[config.mk]
export PLATFORM = sky130hd
export DESIGN_NAME = ref_divider
export DESIGN_NICKNAME = d
export VERILOG_FILES = /design/src/rtl/refdiv_pkg.sv /design/src/rtl/refdiv_select.sv /design/src/rtl/refdiv_prescaler.sv /design/src/rtl/refdiv_stage2.sv /design/src/rtl/refdiv_extsync.sv /design/src/rtl/ref_divider.sv
export SDC_FILE = /design/constraint.sdc
export NUM_CORES = 1
export LEC_CHECK = 0
export BUFFER_PORTS_ARGS = -buffer_cell sky130_fd_sc_hd__buf_2
export CORE_MARGIN = 1
export CORE_UTILIZATION = 59
export DETAILED_ROUTE_END_ITERATION = 16
export PLACE_DENSITY = 0.77
export SLEW_MARGIN = 10
export SYNTH_ARGS = -nofsm -noshare
export SYNTH_HDL_FRONTEND = slang
export SYNTH_SLANG_ARGS = --single-unit
[constraint.sdc]
create_clock -name clk -period 6.5 [get_ports clk]
set_input_delay 0.325 -clock clk [delete_from_list [all_inputs] [get_ports clk]]
set_output_delay 0.325 -clock clk [all_outputs]
set_load 0.1 [all_outputs]
[src/rtl/refdiv_pkg.sv]
package refdiv_pkg;

  // Level numbers: low=0, middle=1, high=2 (reserved 2'b11 counts as high)
  function automatic logic [1:0] level_of(input logic [1:0] code);
    if (code == 2'b00)      return 2'd0;
    else if (code == 2'b01) return 2'd1;
    else                    return 2'd2;
  endfunction

  // Prescaler factor from its level
  function automatic logic [2:0] first_div(input logic [1:0] code);
    case (level_of(code))
      2'd0:    return 3'd5;
      2'd1:    return 3'd4;
      default: return 3'd3;
    endcase
  endfunction

  // Index of the power-of-two stage; 0 selects external mode
  function automatic logic [3:0] second_idx(input logic [1:0] hi, input logic [1:0] lo);
    logic [3:0] h;
    logic [3:0] l;
    h = {2'b00, level_of(hi)};
    l = {2'b00, level_of(lo)};
    return h * 4'd3 + l;
  endfunction

endpackage

[src/rtl/refdiv_select.sv]
module refdiv_select
  import refdiv_pkg::*;
#(
  parameter int BASE_LOG2 = 7,
  parameter int LW        = 4
) (
  input  logic          clk,
  input  logic [1:0]    pre_sel,
  input  logic [1:0]    hi_sel,
  input  logic [1:0]    lo_sel,
  output logic [2:0]    pre_div,
  output logic [LW-1:0] s2_log,
  output logic          ext_mode,
  output logic          restart
);

  logic [5:0] sel_now;
  logic [5:0] sel_q;
  logic [3:0] idx;

  assign sel_now  = {pre_sel, hi_sel, lo_sel};
  assign idx      = second_idx(hi_sel, lo_sel);
  assign pre_div  = first_div(pre_sel);
  assign ext_mode = (idx == 4'd0);
  assign s2_log   = ext_mode ? LW'(BASE_LOG2) : LW'(BASE_LOG2 + int'(idx) - 1);

  // Captured without reset so that it already matches the selects when reset ends
  always_ff @(posedge clk) sel_q <= sel_now;

  assign restart = (sel_now != sel_q);

endmodule

[src/rtl/refdiv_prescaler.sv]
module refdiv_prescaler (
  input  logic       clk,
  input  logic       rst_n,
  input  logic       restart,
  input  logic       run,
  input  logic [2:0] div,
  output logic [2:0] cnt,
  output logic       wrap
);

  assign wrap = run && !restart && (cnt == div - 3'd1);

  always_ff @(posedge clk or negedge rst_n) begin
    if (!rst_n)                 cnt <= '0;
    else if (restart || !run)   cnt <= '0;
    else if (wrap)              cnt <= '0;
    else                        cnt <= cnt + 3'd1;
  end

endmodule

[src/rtl/refdiv_stage2.sv]
module refdiv_stage2 #(
  parameter int S2W = 14,
  parameter int LW  = 4
) (
  input  logic           clk,
  input  logic           rst_n,
  input  logic           restart,
  input  logic           run,
  input  logic           step,
  input  logic [LW-1:0]  log2m,
  output logic [S2W-1:0] cnt,
  output logic           wrap,
  output logic           low_half
);

  localparam logic [LW-1:0]  S2W_L = LW'(S2W);
  localparam logic [S2W-1:0] ONES  = {S2W{1'b1}};

  logic [S2W-1:0] lim;

  assign lim      = ONES >> (S2W_L - log2m);
  assign wrap     = run && !restart && step && (cnt == lim);
  assign low_half = (cnt <= (lim >> 1));

  always_ff @(posedge clk or negedge rst_n) begin
    if (!rst_n)               cnt <= '0;
    else if (restart || !run) cnt <= '0;
    else if (wrap)            cnt <= '0;
    else if (step)            cnt <= cnt + 1'b1;
  end

endmodule

[src/rtl/refdiv_extsync.sv]
module refdiv_extsync (
  input  logic clk,
  input  logic rst_n,
  input  logic ext_ref,
  output logic rise,
  output logic level
);

  logic [2:0] sh;

  always_ff @(posedge clk or negedge rst_n) begin
    if (!rst_n) sh <= '0;
    else        sh <= {sh[1:0], ext_ref};
  end

  assign rise  = sh[1] && !sh[2];
  assign level = sh[2];

endmodule

[src/rtl/ref_divider.sv]
module ref_divider
  import refdiv_pkg::*;
#(
  parameter int BASE_LOG2 = 7
) (
  input  logic       clk,
  input  logic       rst_n,
  input  logic [1:0] pre_sel,
  input  logic [1:0] hi_sel,
  input  logic [1:0] lo_sel,
  input  logic       ext_ref,
  output logic       ref_tick,
  output logic       ref_sq
);

  localparam int S2W = BASE_LOG2 + 7;
  localparam int LW  = $clog2(S2W + 1);

  logic [2:0]     pre_div;
  logic [LW-1:0]  s2_log;
  logic           ext_mode;
  logic           restart;
  logic [2:0]     pre_cnt;
  logic           pre_wrap;
  logic [S2W-1:0] s2_cnt;
  logic           s2_wrap;
  logic           low_half;
  logic           ext_rise;
  logic           ext_level;
  logic           tick_q;

  refdiv_select #(.BASE_LOG2(BASE_LOG2), .LW(LW)) u_sel (
    .clk(clk), .pre_sel(pre_sel), .hi_sel(hi_sel), .lo_sel(lo_sel),
    .pre_div(pre_div), .s2_log(s2_log), .ext_mode(ext_mode), .restart(restart)
  );

  refdiv_prescaler u_pre (
    .clk(clk), .rst_n(rst_n), .restart(restart), .run(!ext_mode),
    .div(pre_div), .cnt(pre_cnt), .wrap(pre_wrap)
  );

  refdiv_stage2 #(.S2W(S2W), .LW(LW)) u_s2 (
    .clk(clk), .rst_n(rst_n), .restart(restart), .run(!ext_mode),
    .step(pre_wrap), .log2m(s2_log), .cnt(s2_cnt), .wrap(s2_wrap),
    .low_half(low_half)
  );

  refdiv_extsync u_ext (
    .clk(clk), .rst_n(rst_n), .ext_ref(ext_ref), .rise(ext_rise), .level(ext_level)
  );

  always_ff @(posedge clk or negedge rst_n) begin
    if (!rst_n)        tick_q <= 1'b0;
    else if (ext_mode) tick_q <= ext_rise;
    else               tick_q <= s2_wrap;
  end

  assign ref_tick = tick_q;
  assign ref_sq   = ext_mode ? ext_level : low_half;

endmodule

# After elaboration in Yosys (flattened, before gate mapping)
# Cells that the tools add are included.
[totals] elab_cells=52 inputBits=9 register_bits=27 output_inout_bits=2
[classes] n_eq_ne=7 reduce_logical=15 shift=1 addsub=7 muxes=15 multipliers=1 magnitude_cmp=1
[ops] cell="$mux W14" count=3
[ops] cell="$add A14 B1 Y14 const B" count=1
[ops] cell="$eq A14 B14 Y1" count=1
[ops] cell="$le A14 B13 Y1" count=1
[ops] cell="$shr A14 B4 Y14 const A" count=1
[ops] cell="$mux W2" count=6
[ops] cell="$eq A2 B1 Y1 const B" count=4
[ops] cell="$logic_not A2 Y1" count=4
[ops] cell="$mux W3" count=2
[ops] cell="$ne A6 B6 Y1" count=1
[ops] cell="$pmux W3 S2" count=1
[ops] cell="$logic_and A1 B1 Y1" count=5
[ops] cell="$add A3 B4 Y4 const A" count=1
[ops] cell="$add A4 B2 Y4" count=1
[ops] cell="$logic_not A4 Y1" count=1
[ops] cell="$mul A2 B2 Y4 const B" count=1
[ops] cell="$mux W4" count=1
[ops] cell="$sub A4 B2 Y4 const B" count=1
[ops] cell="$sub A4 B4 Y4 const A" count=1
[ops] cell="$add A3 B1 Y3 const B" count=1
[ops] cell="$eq A3 B3 Y1" count=1
[ops] cell="$logic_not A1 Y1" count=3
[ops] cell="$reduce_bool A3 Y1" count=1
[ops] cell="$sub A3 B1 Y3 const B" count=1
[ops] cell="other kinds (2)" count=3

# Logic depth before layout (Yosys ltp)
# Gate-level depths: netlist of run 1.
[logic_depth] ltp_word=14 depth_mapped=24 mapped_depth_nobuf=22

# Modules after synthesis
# From an unflattened synthesis of run 1, not the netlist that was laid out.
[hier_totals] cells_unflattened=265 area_unflattened_um2=2269.7
[modules_own_cells] module="refdiv_stage2" area_per_inst_um2=1586.5 n_inst=1 seq_area_each_um2=350.3 cells_each=203
[modules_own_cells] module="refdiv_select" area_per_inst_um2=345.3 n_inst=1 seq_area_each_um2=120.1 cells_each=37
[modules_own_cells] module="refdiv_prescaler" area_per_inst_um2=197.7 n_inst=1 seq_area_each_um2=75.1 cells_each=17
[modules_own_cells] module="refdiv_extsync" area_per_inst_um2=88.8 n_inst=1 seq_area_each_um2=75.1 cells_each=4
[modules_own_cells] module="ref_divider" area_per_inst_um2=51.3 n_inst=1 seq_area_each_um2=25.0 cells_each=4

# Least setup slack after synthesis of run 1
# Ideal clock, no wire load.
[synth_timing] path_kind="input -> output" startpoint="in hi_sel[1]" endpoint="out ref_sq" required_time_ns=6.175 setup_slack_ns=0.629 t_arrival_ns=5.546 stages=22 n_path_buf=2 path_cell_list="clkbuf_1 -> nor2_1 -> inv_1 -> ha_1 -> ha_1 -> inv_1 -> fa_1 -> ha_1 -> xor2_1 -> mux2_4 -> nor2_4 -> buf_4 -> nor2_1 -> ha_1 -> nor2b_1 -> o21a_1 -> o21a_1 -> o21ai_0 -> nand2b_1 -> a21oi_1 -> o211ai_1 -> a31oi_1"
[synth_via] elab_chain_len=12 elab_cells_between_ends=14 classes_between="add/sub: 4; mul: 1; order compare: 1; eq/ne: 1; shift: 1; mux: 4; reduce/logical: 2"
[synth_rtl] item="start: declaration" line_no="ref_divider.sv:9" rtl="input logic [1:0] hi_sel,"
[synth_rtl] item="$eq A2 B1 Y1" line_no="refdiv_pkg.sv:6" rtl="else if (code == 2'b01) return 2'd1;"
[synth_rtl] item="$mux W2" line_no="refdiv_pkg.sv:6"
[synth_rtl] item="$mux W2 *" line_no="refdiv_pkg.sv:5" rtl="if (code == 2'b00) return 2'd0;"
[synth_rtl] item="$mul A2 B2 Y4 *" line_no="refdiv_pkg.sv:25" rtl="return h * 4'd3 + l;"
[synth_rtl] item="$add A4 B2 Y4 *" line_no="refdiv_pkg.sv:25"
[synth_rtl] item="$add A3 B4 Y4" line_no="refdiv_select.sv:25" rtl="assign s2_log = ext_mode ? LW'(BASE_LOG2) : LW'(BASE_LOG2 + int'(idx) - 1);"
[synth_rtl] item="$sub A4 B2 Y4" line_no="refdiv_select.sv:25"
[synth_rtl] item="$mux W4" line_no="refdiv_select.sv:25"
[synth_rtl] item="$sub A4 B4 Y4" line_no="refdiv_stage2.sv:21" rtl="assign lim = ONES >> (S2W_L - log2m);"
[synth_rtl] item="$shr A14 B4 Y14" line_no="refdiv_stage2.sv:21"
[synth_rtl] item="$le A14 B13 Y1" line_no="refdiv_stage2.sv:23" rtl="assign low_half = (cnt <= (lim >> 1));"
[synth_rtl] item="$mux W1 *" line_no="ref_divider.sv:59" rtl="assign ref_sq = ext_mode ? ext_level : low_half;"
[synth_rtl] item="end: declaration" line_no="ref_divider.sv:13" rtl="output logic ref_sq"
# Mark *: on every way between the ends. The rest lies on a longest branch, timed or not.

# Worst setup path after layout of run 1
# Ends and elaborated chain as after synthesis.

==> results of run 1 <==
## registers in the layout (all words and copies together) (netlist names)
register and count:
ref_tick 1, u_sel.sel_q 6, u_pre.cnt 3, u_ext.sh 3
u_s2.cnt 14
## worst max-delay path by stage
stage	to	depth (start not counted)
4_1_cts	ref_sq	24
3_5_place_dp	ref_sq	24
6_report	ref_sq	24
2_1_floorplan	ref_sq	22
3_3_place_gp	ref_sq	24
5_1_grt	ref_sq	24
## logic make-up after synthesis
family	Yosys count	share of synthesized area, %
AOI/OAI and AO/OA	50	16.8
adders and majority gates	21	12.0
muxes	3	1.56
DFF	27	28.7
buffers and inverters	28	5.13
and+or+nand+nor	111	27.5
xor gates and xnor gates	21	8.19
## cell type report
cell class / instances / area [sq um]
clock buffers: 3 / 41.3
clock inverters: 1 / 5.00
fillers: 324 / 1320
inverters: 14 / 52.6
multi-input cells: 206 / 1490
flip-flops and latches: 27 / 646
well taps: 48 / 60.1
repair buffers: 10 / 50.0
## power by group
group / internal, mW / total, mW / switching (mW)
logic: 0.0639 / 0.169 / 0.105
registers: 0.170 / 0.172 / 0.00136
clock network: 0.0428 / 0.0926 / 0.0498
total: 0.277 / 0.434 / 0.156
## through the flow
step	hold WS, ps	power, mW	cell area (sq um)
2_1_floorplan	29.4	0.310	2250
3_3_place_gp	297	0.341	2290
3_5_place_dp	299	0.342	2290
4_1_cts	3.96	0.434	2340
5_1_grt	27.0	0.463	2340
6_report	-10.9	0.434	2340
## cells in the mapped netlist (2+ instances only)
cell type,n,area share (%)
nand2b_1,9,2.5
nand2_1,22,3.7
nand3b_1,3,1.0
buf_2,5,1.1
a21o_1,2,0.67
dfrtp_1,21,23
o21a_1,2,0.67
mux2i_1,2,0.89
a21oi_1,8,1.8
a31oi_1,3,0.84
nor4b_1,2,0.78
nand3_1,9,2.0
nor2_1,21,3.5
nor4_1,2,0.56
o2111ai_1,2,0.78
inv_1,14,2.3
o21ai_0,6,1.3
nand4_1,11,3.1
ha_1,20,11
xnor2_1,6,2.3
nor2b_1,6,1.7
nor3b_1,2,0.67
clkbuf_1,8,1.3
a211oi_1,2,0.67
and2_1,3,0.84
and3_1,6,1.7
dfxtp_1,6,5.3
a21boi_0,2,0.67
o211ai_1,4,1.3
xor2_1,15,5.8
nor3_1,7,1.6
## layer usage
layer / share of wire (%) / global-route usage, % / vias to the layer above
met1: 47 / 35.0 / 885
li1: - / - / 937
met2: 47 / 42.3 / 51
met3: 3.8 / 3.08 / 16
met5: 0 / 0 / -
met4: 2.9 / 12.8 / 0
==> flow_summary.ini, run 1 <==
[setup_path]
r2r_end = u_s2.cnt[7]
crit_buf_inv = 4
cp-startpoint = hi_sel[1]
worstSetupEndpointType = output port
crit_fanout = 10
cp_slowest_stage_delay_ps = 560
rr_worst_depth = 8
r2r_setup_slack_ps = 4200
path_cells = buf_2, nor2_1, inv_1, ha_1, ha_1, inv_1, fa_1, nand4bb_1, nand2b_1, ha_1, nand2b_1, nor2_1, nor2_1, nor2_1, ha_1, nor2b_1, o21a_1, o21a_1, o21ai_0, nand2b_1, a21oi_1, o211ai_1, a31oi_1, buf_2
cp_slowest_cell = fa_1
cp.required_ps = 6170
worstPathArrival_ps = 5180
criticalPathCategory = in -> out
rr_startpoint = u_s2.cnt[10]
start_kind = primary input
crit_family = adder cells

[cells_and_area]
layout.nets = 292
layout_common_cells = nand2_1 (22), nor2_1 (21), dfrtp_1 (21)
antennaDiodeCount = 0
layout-area-overhead-vs-synth_pct = 4.18
mostFrequentLayoutCell = nand2_1
final_cells = 309
layout-drive-gt1-share_pct = 8.81
final_util_pct = 63.9

[drt]
drt_iter0_drc = 124
antenna_left = 0
wl_per_cell_um = 15.5
remaining_drc_errors = 0
firstDrtPassIters = 4
vias_per_cell = 6.11
dr_total_vias = 1889
wl_um = 4790

[clock_tree]
clk_pin_slew_ps = 90
cts_buffers = 3
clkSinkCount = 27
insertion_delay_ps = 270
cts_setup_buffers = 0
cts_tree = built
clockBufferDepth = 2
htree_levels = 1
root_buffer = clkbuf_8
postCtsHoldBufs = 0
ctsResizeCount = 0

[global_route]
grt_max_degree = 22
antenna_found_initial = 0
grt_remaining_overflow = 0
grt_pass1_vias = 1873
grtUsageTotal_pct = 26.4
grt_pass1_wl_um = 8400

[power_and_ir_drop]
peakVddDrop_mv = 0.116
power_density_nw_per_um2 = 185
p_leak_nw = 1.03

[synth]
seq_area_frac_synth_pct = 28.7
synth_edf_count = 0
ys_warn_count = 0
synth.net_count = 291
synth_seq_cells = 27
async_flop_share_pct = 77.8
synth_area_sq_um = 2250
synth_flop_cell = dfrtp_1
syn_inst = 261
synth.distinct_cells = 61
syn_area_per_cell_sq_um = 8.60

[place]
dp_hpwl_um = 3860
portBuffers = 10
dp_cells = 305
gp_congestion = 0.908
preCtsSetupSlack_ps = 1090

[floorplan]
die_w_um = 63.7
die_h_um = 63.7
ios = 11
fp-row-count = 22
start_util_pct = 61.3
die-area_sq_um = 4060
core_sq_um = 3660

[sta]
slew_headroom_pct = 42.7
setup_viol = 0
drv_slew = 0
period_needed_ps = 5500
fin_crit_sh_pct = 84.6
clock_skew_ps = 4.79
setup_slack_ps = 999
hold_ws_ps = -10.9
tightest_slew_ps = 851
setup_tns_ps = 0
fmax_mhz = 182
final-hold-violation-count = 21
rsz0062_at_grt = no

[run_status]
failed_checks = hold timing
status = finished, violations left

[flow_run]
maxCapViolations = 0

[worst_hold_path]
hold_path.class = in -> async
(Power assumes the default switching activity.)
==> run 2, diff against run 1 <==
--- a/config.mk
+++ b/config.mk
@@ -7,7 +7,7 @@
 export LEC_CHECK = 0
 export BUFFER_PORTS_ARGS = -buffer_cell sky130_fd_sc_hd__buf_2
 export CORE_MARGIN = 1
-export CORE_UTILIZATION = 59
+export CORE_UTILIZATION = 56
 export DETAILED_ROUTE_END_ITERATION = 16
 export PLACE_DENSITY = 0.77
 export SLEW_MARGIN = 10
==> constraint.sdc (replaced) <==
create_clock -name clk -period 4.75 [get_ports clk]
set_input_delay 0.2375 -clock clk [delete_from_list [all_inputs] [get_ports clk]]
set_output_delay 0.2375 -clock clk [all_outputs]
set_load 0.1 [all_outputs]
==> run 2 against run 1 <==
  * The run now ends clean
  * Sequential share of layout area decreased by 2.6 points
  * Critical path depth decreased by 4
  * Non-clock buffer count increased by 17
  * Sequential power increased by 37%
  * Flip-flop and latch count unchanged
  * Setup slack got worse by 800 ps
  * Largest cell class unchanged
  * Highest routed layer unchanged
==> flow_summary.ini, run 2 (same netlist as run 1, synthesis figures left out) <==
[run_status]
status = finished clean

[setup_path]
cp_slowest_stage_delay_ps = 590
cp.required_ps = 4510
criticalPathCategory = in -> out
start_kind = primary input
r2r_setup_slack_ps = 2520
worstPathArrival_ps = 4310
crit_fanout = 5
crit_path_frequent_cell = ha_1
cp_slowest_cell = fa_2
path_cells = buf_2, nor2_1, inv_1, ha_1, ha_1, inv_1, fa_2, ha_4, xor2_4, mux2_4, nor2_4, buf_4, nand3_1, ha_1, a2111oi_1, buf_4, a21oi_1, o31a_1, a31oi_4, buf_12
worstSetupEndpointType = output port

[global_route]
grt_pass1_wl_um = 8920
grt_max_degree = 22
antenna_found_initial = 0
grtUsageTotal_pct = 27.3
grt_pass1_vias = 1954
grt_remaining_overflow = 0

[power_and_ir_drop]
combinationalPowerShare_pct = 45.4
power_density_nw_per_um2 = 265
switchingPower_uw = 253
peakVddDrop_mv = 0.205
swShare_pct = 36.9
p_int_uw = 432
p_leak_nw = 1.13
pwr-share-seq_pct = 34.3
finalPower_uw = 685
clock_power_share_pct = 20.2

[floorplan]
core_sq_um = 3740
fp-row-count = 22
die-area_sq_um = 4270
die_h_um = 65.3
start_util_pct = 60.0
ios = 11
die_w_um = 65.3

[cells_and_area]
layout_common_cells = nand2_1 (22), dfrtp_1 (21), nor2_1 (19)
mostFrequentLayoutCell = nand2_1
layout.nets = 309
largest_reg_flops = 14
layout-area-overhead-vs-synth_pct = 15.0
reg.largest.list = u_s2.cnt (14), u_sel.sel_q (6)
largest_register = u_s2.cnt
layout-drive-gt1-share_pct = 18.3
final_cells = 326
antennaDiodeCount = 0
final_util_pct = 69.0
fill_cells = 309

[drt]
wl_um = 5350
wl_per_cell_um = 16.4
drt_iter0_drc = 85
vias_per_cell = 6.14
remaining_drc_errors = 0
dr_total_vias = 2003
antenna_left = 0
firstDrtPassIters = 5

[sta]
setup_viol = 0
slew_headroom_pct = 39.9
fmax_mhz = 220
clock_skew_ps = 1.25
final-hold-violation-count = 0
drv_slew = 0
tightest_slew_ps = 894
fin_crit_sh_pct = 95.7
hold_ws_ps = 60.1
period_needed_ps = 4550
setup_slack_ps = 204

[clock_tree]
clk_pin_slew_ps = 100
cts_tree = built
insertion_delay_ps = 270
clkSinkCount = 27
root_buffer = clkbuf_8
clockBufferDepth = 2
htree_levels = 1
cts_buffers = 3

[place]
preCtsSetupSlack_ps = 39.0
gp_congestion = 0.954
dp_hpwl_um = 3960
portBuffers = 10
dp_cells = 316

[flow_run]
maxCapViolations = 0

[worst_hold_path]
hold_path.class = in -> reg
## run 2: changes by cell type in the layout (fill, tap and decap cells not counted), sizes merged
| cell | delta |
|---|---|
| buf | +16 |
| clkinv | -1 |
| dlygate4sd3 | +1 |
| inv | +1 |
## run 2: routing by layer
layer / track usage [%] / wire length [um]
met5: 0 / 0
met4: 11.1 / 83
met3: 4.51 / 220
met2: 44.6 / 2640
met1: 35.8 / 2400
## run 2: stage by stage
stage / setup TNS (ps) / area [sq um]
floorplan: 0 / 2280
global placement: 0 / 2420
detailed placement: 0 / 2420
CTS: 0 / 2480
global route: -15.2 / 2580
finish: 0 / 2580
## run 2: power by group through the flow
stage | Combinational [mW] | Clock [mW] | Sequential (mW)
6_report | 0.311 | 0.138 | 0.235
3_5_place_dp | 0.259 | 0 | 0.240
3_3_place_gp | 0.253 | 0 | 0.240
2_1_floorplan | 0.189 | 0 | 0.242
4_1_cts | 0.262 | 0.140 | 0.235
5_1_grt | 0.339 | 0.150 | 0.236
## run 2: path summary, 6_finish.rpt
kind | start | to | cells past startpoint
worst min-delay path | ext_ref | u_ext.sh[0] | 1
min in group asynchronous | rst_n | u_s2.cnt[6] | 2
max in group asynchronous | rst_n | ref_tick | 2
worst max register to register | u_s2.cnt[10] | u_s2.cnt[8] | 8
worst min register to register | u_ext.sh[0] | u_ext.sh[1] | 0
worst max-delay path | hi_sel[0] | ref_sq | 20
## run 2: worst max-delay path, delay by kind of cell
kind,cells,cell delay (ps)
AND/OR/NAND/NOR,3,430
multiplexers,1,350
adder cells (fa/ha/maj),5,1520
AO/OA/AOI/OAI,4,780
XOR/XNOR,1,170
buffers and inverters,6,810
## run 2: what timing repair did
| item | 4_1_cts | 5_1_grt |
|---|---|---|
| endpoints found under the hold margin | 21 | 0 |
| buffers inserted | 0 | 5 |
| hold buffers | 1 | 0 |
| resized for setup | 0 | 15 |
| setup endpoints to repair | 0 | 1 |
## run 2: cell type report
type                            count  area [sq um]  share of cell area (%)
Clock buffer                        3          41.3                    1.60
Clock inverter                      1          8.76                   0.339
Inverter                           14          52.6                    2.03
Multi-Input combinational cell    206          1580                    61.0
Sequential cell                    27           646                    25.0
Tap cell                           48          60.1                    2.33
Timing Repair Buffer               27           199                    7.70
==> run 3, diff against run 2 <==
--- a/config.mk
+++ b/config.mk
@@ -7,9 +7,9 @@
 export LEC_CHECK = 0
 export BUFFER_PORTS_ARGS = -buffer_cell sky130_fd_sc_hd__buf_2
 export CORE_MARGIN = 1
-export CORE_UTILIZATION = 56
+export CORE_UTILIZATION = 44
 export DETAILED_ROUTE_END_ITERATION = 16
-export PLACE_DENSITY = 0.77
+export RECOVER_POWER = 25
 export SLEW_MARGIN = 10
 export SYNTH_ARGS = -nofsm -noshare
 export SYNTH_HDL_FRONTEND = slang
==> run 3 against run 2 <==
  * Via count shrank 4.9%
  * Clock skew is 1.9 ps higher
  * Highest routed layer unchanged
  * Count of clock-buffer cells in the layout stayed put
  * Cell count increased by 4.6%
  * Clock power is 4% lower
  * Die area rose by 26%
  * Total power fell by 4.0%
  * Largest cell class unchanged
  * First-iteration DRC count rose by 11%
  * Final area shrank 0.92%
==> flow_summary.ini, run 3 (same netlist as run 1, synthesis figures left out) <==
[run_status]
status = finished clean

[global_route]
grt_max_degree = 22
grt-busiest-layer = met2
grt_pass1_wl_um = 8920
grtUsageMet2_pct = 35.6
met3_usage_pct = 2.06
grt_remaining_overflow = 0
antenna_found_initial = 0
grt_pass1_vias = 1824
grtUsageMet1_pct = 30.6
grtUsageTotal_pct = 21.6

[sta]
fin_crit_sh_pct = 93.4
clock_skew_ps = 3.13
final-hold-violation-count = 0
hold_ws_ps = 61.8
tightest_slew_ps = 1120
setup_viol = 0
period_needed_ps = 4440
rsz0062_at_grt = no
setup_tns_ps = 0
fmax_mhz = 225
drv_slew = 0
slew_headroom_pct = 25.3
setup_slack_ps = 313

[setup_path]
crit_family = adder cells
cp.required_ps = 4510
crit_path_frequent_cell = ha_1
path_cells = buf_2, nor2_2, inv_1, ha_1, ha_1, inv_1, fa_2, nand4bb_1, nand2b_1, ha_4, nand2b_4, nor2_2, nor2_4, nor2_1, ha_1, nor2b_1, o21a_1, o21a_1, o21ai_0, nand2b_1, a21oi_1, o211ai_1, a31oi_4, buf_12
worstPathArrival_ps = 4200
worstSetupEndpointType = output port
cp_slowest_cell = fa_2
start_kind = primary input
crit_buf_inv = 4
criticalPathCategory = in -> out
crit_fanout = 7
cp_slowest_stage_delay_ps = 580

[floorplan]
die_h_um = 73.4
core_sq_um = 4820
ios = 11
die-area_sq_um = 5390
start_util_pct = 46.6
fp-row-count = 25
die_w_um = 73.4

[drt]
wl_per_cell_um = 15.6
remaining_drc_errors = 0
drt_iter0_drc = 94
firstDrtPassIters = 4
wl_um = 5310
dr_total_vias = 1905
antenna_left = 0
vias_per_cell = 5.59

[clock_tree]
clockBufferDepth = 2
insertion_delay_ps = 270
clkSinkCount = 27
root_buffer = clkbuf_8
cts_buffers = 3
clk_pin_slew_ps = 90
htree_levels = 1
cts_tree = built

[power_and_ir_drop]
swShare_pct = 36.8
p_leak_nw = 1.09
peakVddDrop_mv = 0.137
switchingPower_uw = 242
power_density_nw_per_um2 = 257
pwr-share-seq_pct = 35.8
finalPower_uw = 658
combinationalPowerShare_pct = 44.1
p_int_uw = 416
clock_power_share_pct = 20.1

[cells_and_area]
antennaDiodeCount = 0
layout-area-overhead-vs-synth_pct = 13.9
layout.nets = 305
reg.largest.list = u_s2.cnt (14), u_sel.sel_q (6)
fill_cells = 479
final_util_pct = 53.1
largest_register = u_s2.cnt
mostFrequentLayoutCell = nand2_1
largest_reg_flops = 14
layout_common_cells = nand2_1 (22), dfrtp_1 (21), nor2_1 (18), ha_1 (18)
layout-drive-gt1-share_pct = 15.7

[place]
gp_congestion = 0.898
preCtsSetupSlack_ps = 122
portBuffers = 10
dp_hpwl_um = 4010

[flow_run]
maxCapViolations = 0

[worst_hold_path]
hold_path.class = in -> reg
-- run 3: changes by cell type in the layout (fill, tap and decap cells not counted), moves of 2 or more --
cell / before / now
clkbuf_1: 0 / 5
buf_4: 15 / 11
buf_2: 9 / 4
nor2_2: 1 / 3
-- run 3: worst paths after layout --
| path | from | end | cells past startpoint | slack (ps) |
|---|---|---|---|---|
| setup / recovery | hi_sel[0] | ref_sq | 24 | 310 |
| hold reg to reg | u_ext.sh[0] | u_ext.sh[1] | 0 | 360 |
| max in group asynchronous | rst_n | u_s2.cnt[4] | 2 | 3380 |
| setup reg to reg | u_s2.cnt[10] | u_s2.cnt[8] | 7 | 2470 |
| hold / removal | ext_ref | u_ext.sh[0] | 1 | 60 |
| min in group asynchronous | rst_n | u_pre.cnt[2] | 2 | 700 |
-- run 3: through the flow --
step	instances	instance area, sq um
final	341	2560
after global routing	341	2560
after CTS	339	2490
after detailed placement	334	2440
after global placement	334	2440
after floorplan	261	2280
-- run 3: repair_timing --
| item | 4_1_cts | 5_1_grt |
|---|---|---|
| gates resized for setup | 0 | 13 |
| setup endpoints to repair | 0 | 1 |
| buffers inserted | 0 | 1 |
| endpoints found under the hold margin | 21 | 0 |
| hold buffers | 1 | 0 |
-- run 3: area by class of cell --
| class | count | area, sq um | share of cell area, % |
|---|---|---|---|
| multi-input cells | 207 | 1580 | 61.7 |
| flip-flops and latches | 27 | 646 | 25.2 |
| repair buffers | 22 | 151 | 5.92 |
| well taps | 67 | 83.8 | 3.28 |
| inverters | 14 | 52.6 | 2.05 |
| clock buffers | 3 | 41.3 | 1.61 |
| clock inverters | 1 | 5.00 | 0.196 |
-- run 3: layer usage --
layer  vias to the layer above  wire length [um]
li1                        966                 -
met1                       918              2640
met2                        16              2490
met3                         5               119
met4                         0                50
met5                         -                 0
-- run 3: power by group through the flow --
stage          Sequential (mW)  Clock [mW]  Combinational [mW]
4_1_cts                  0.235       0.139               0.260
6_report                 0.235       0.132               0.290
3_5_place_dp             0.240           0               0.258
3_3_place_gp             0.240           0               0.258
5_1_grt                  0.236       0.145               0.318
2_1_floorplan            0.242           0               0.189
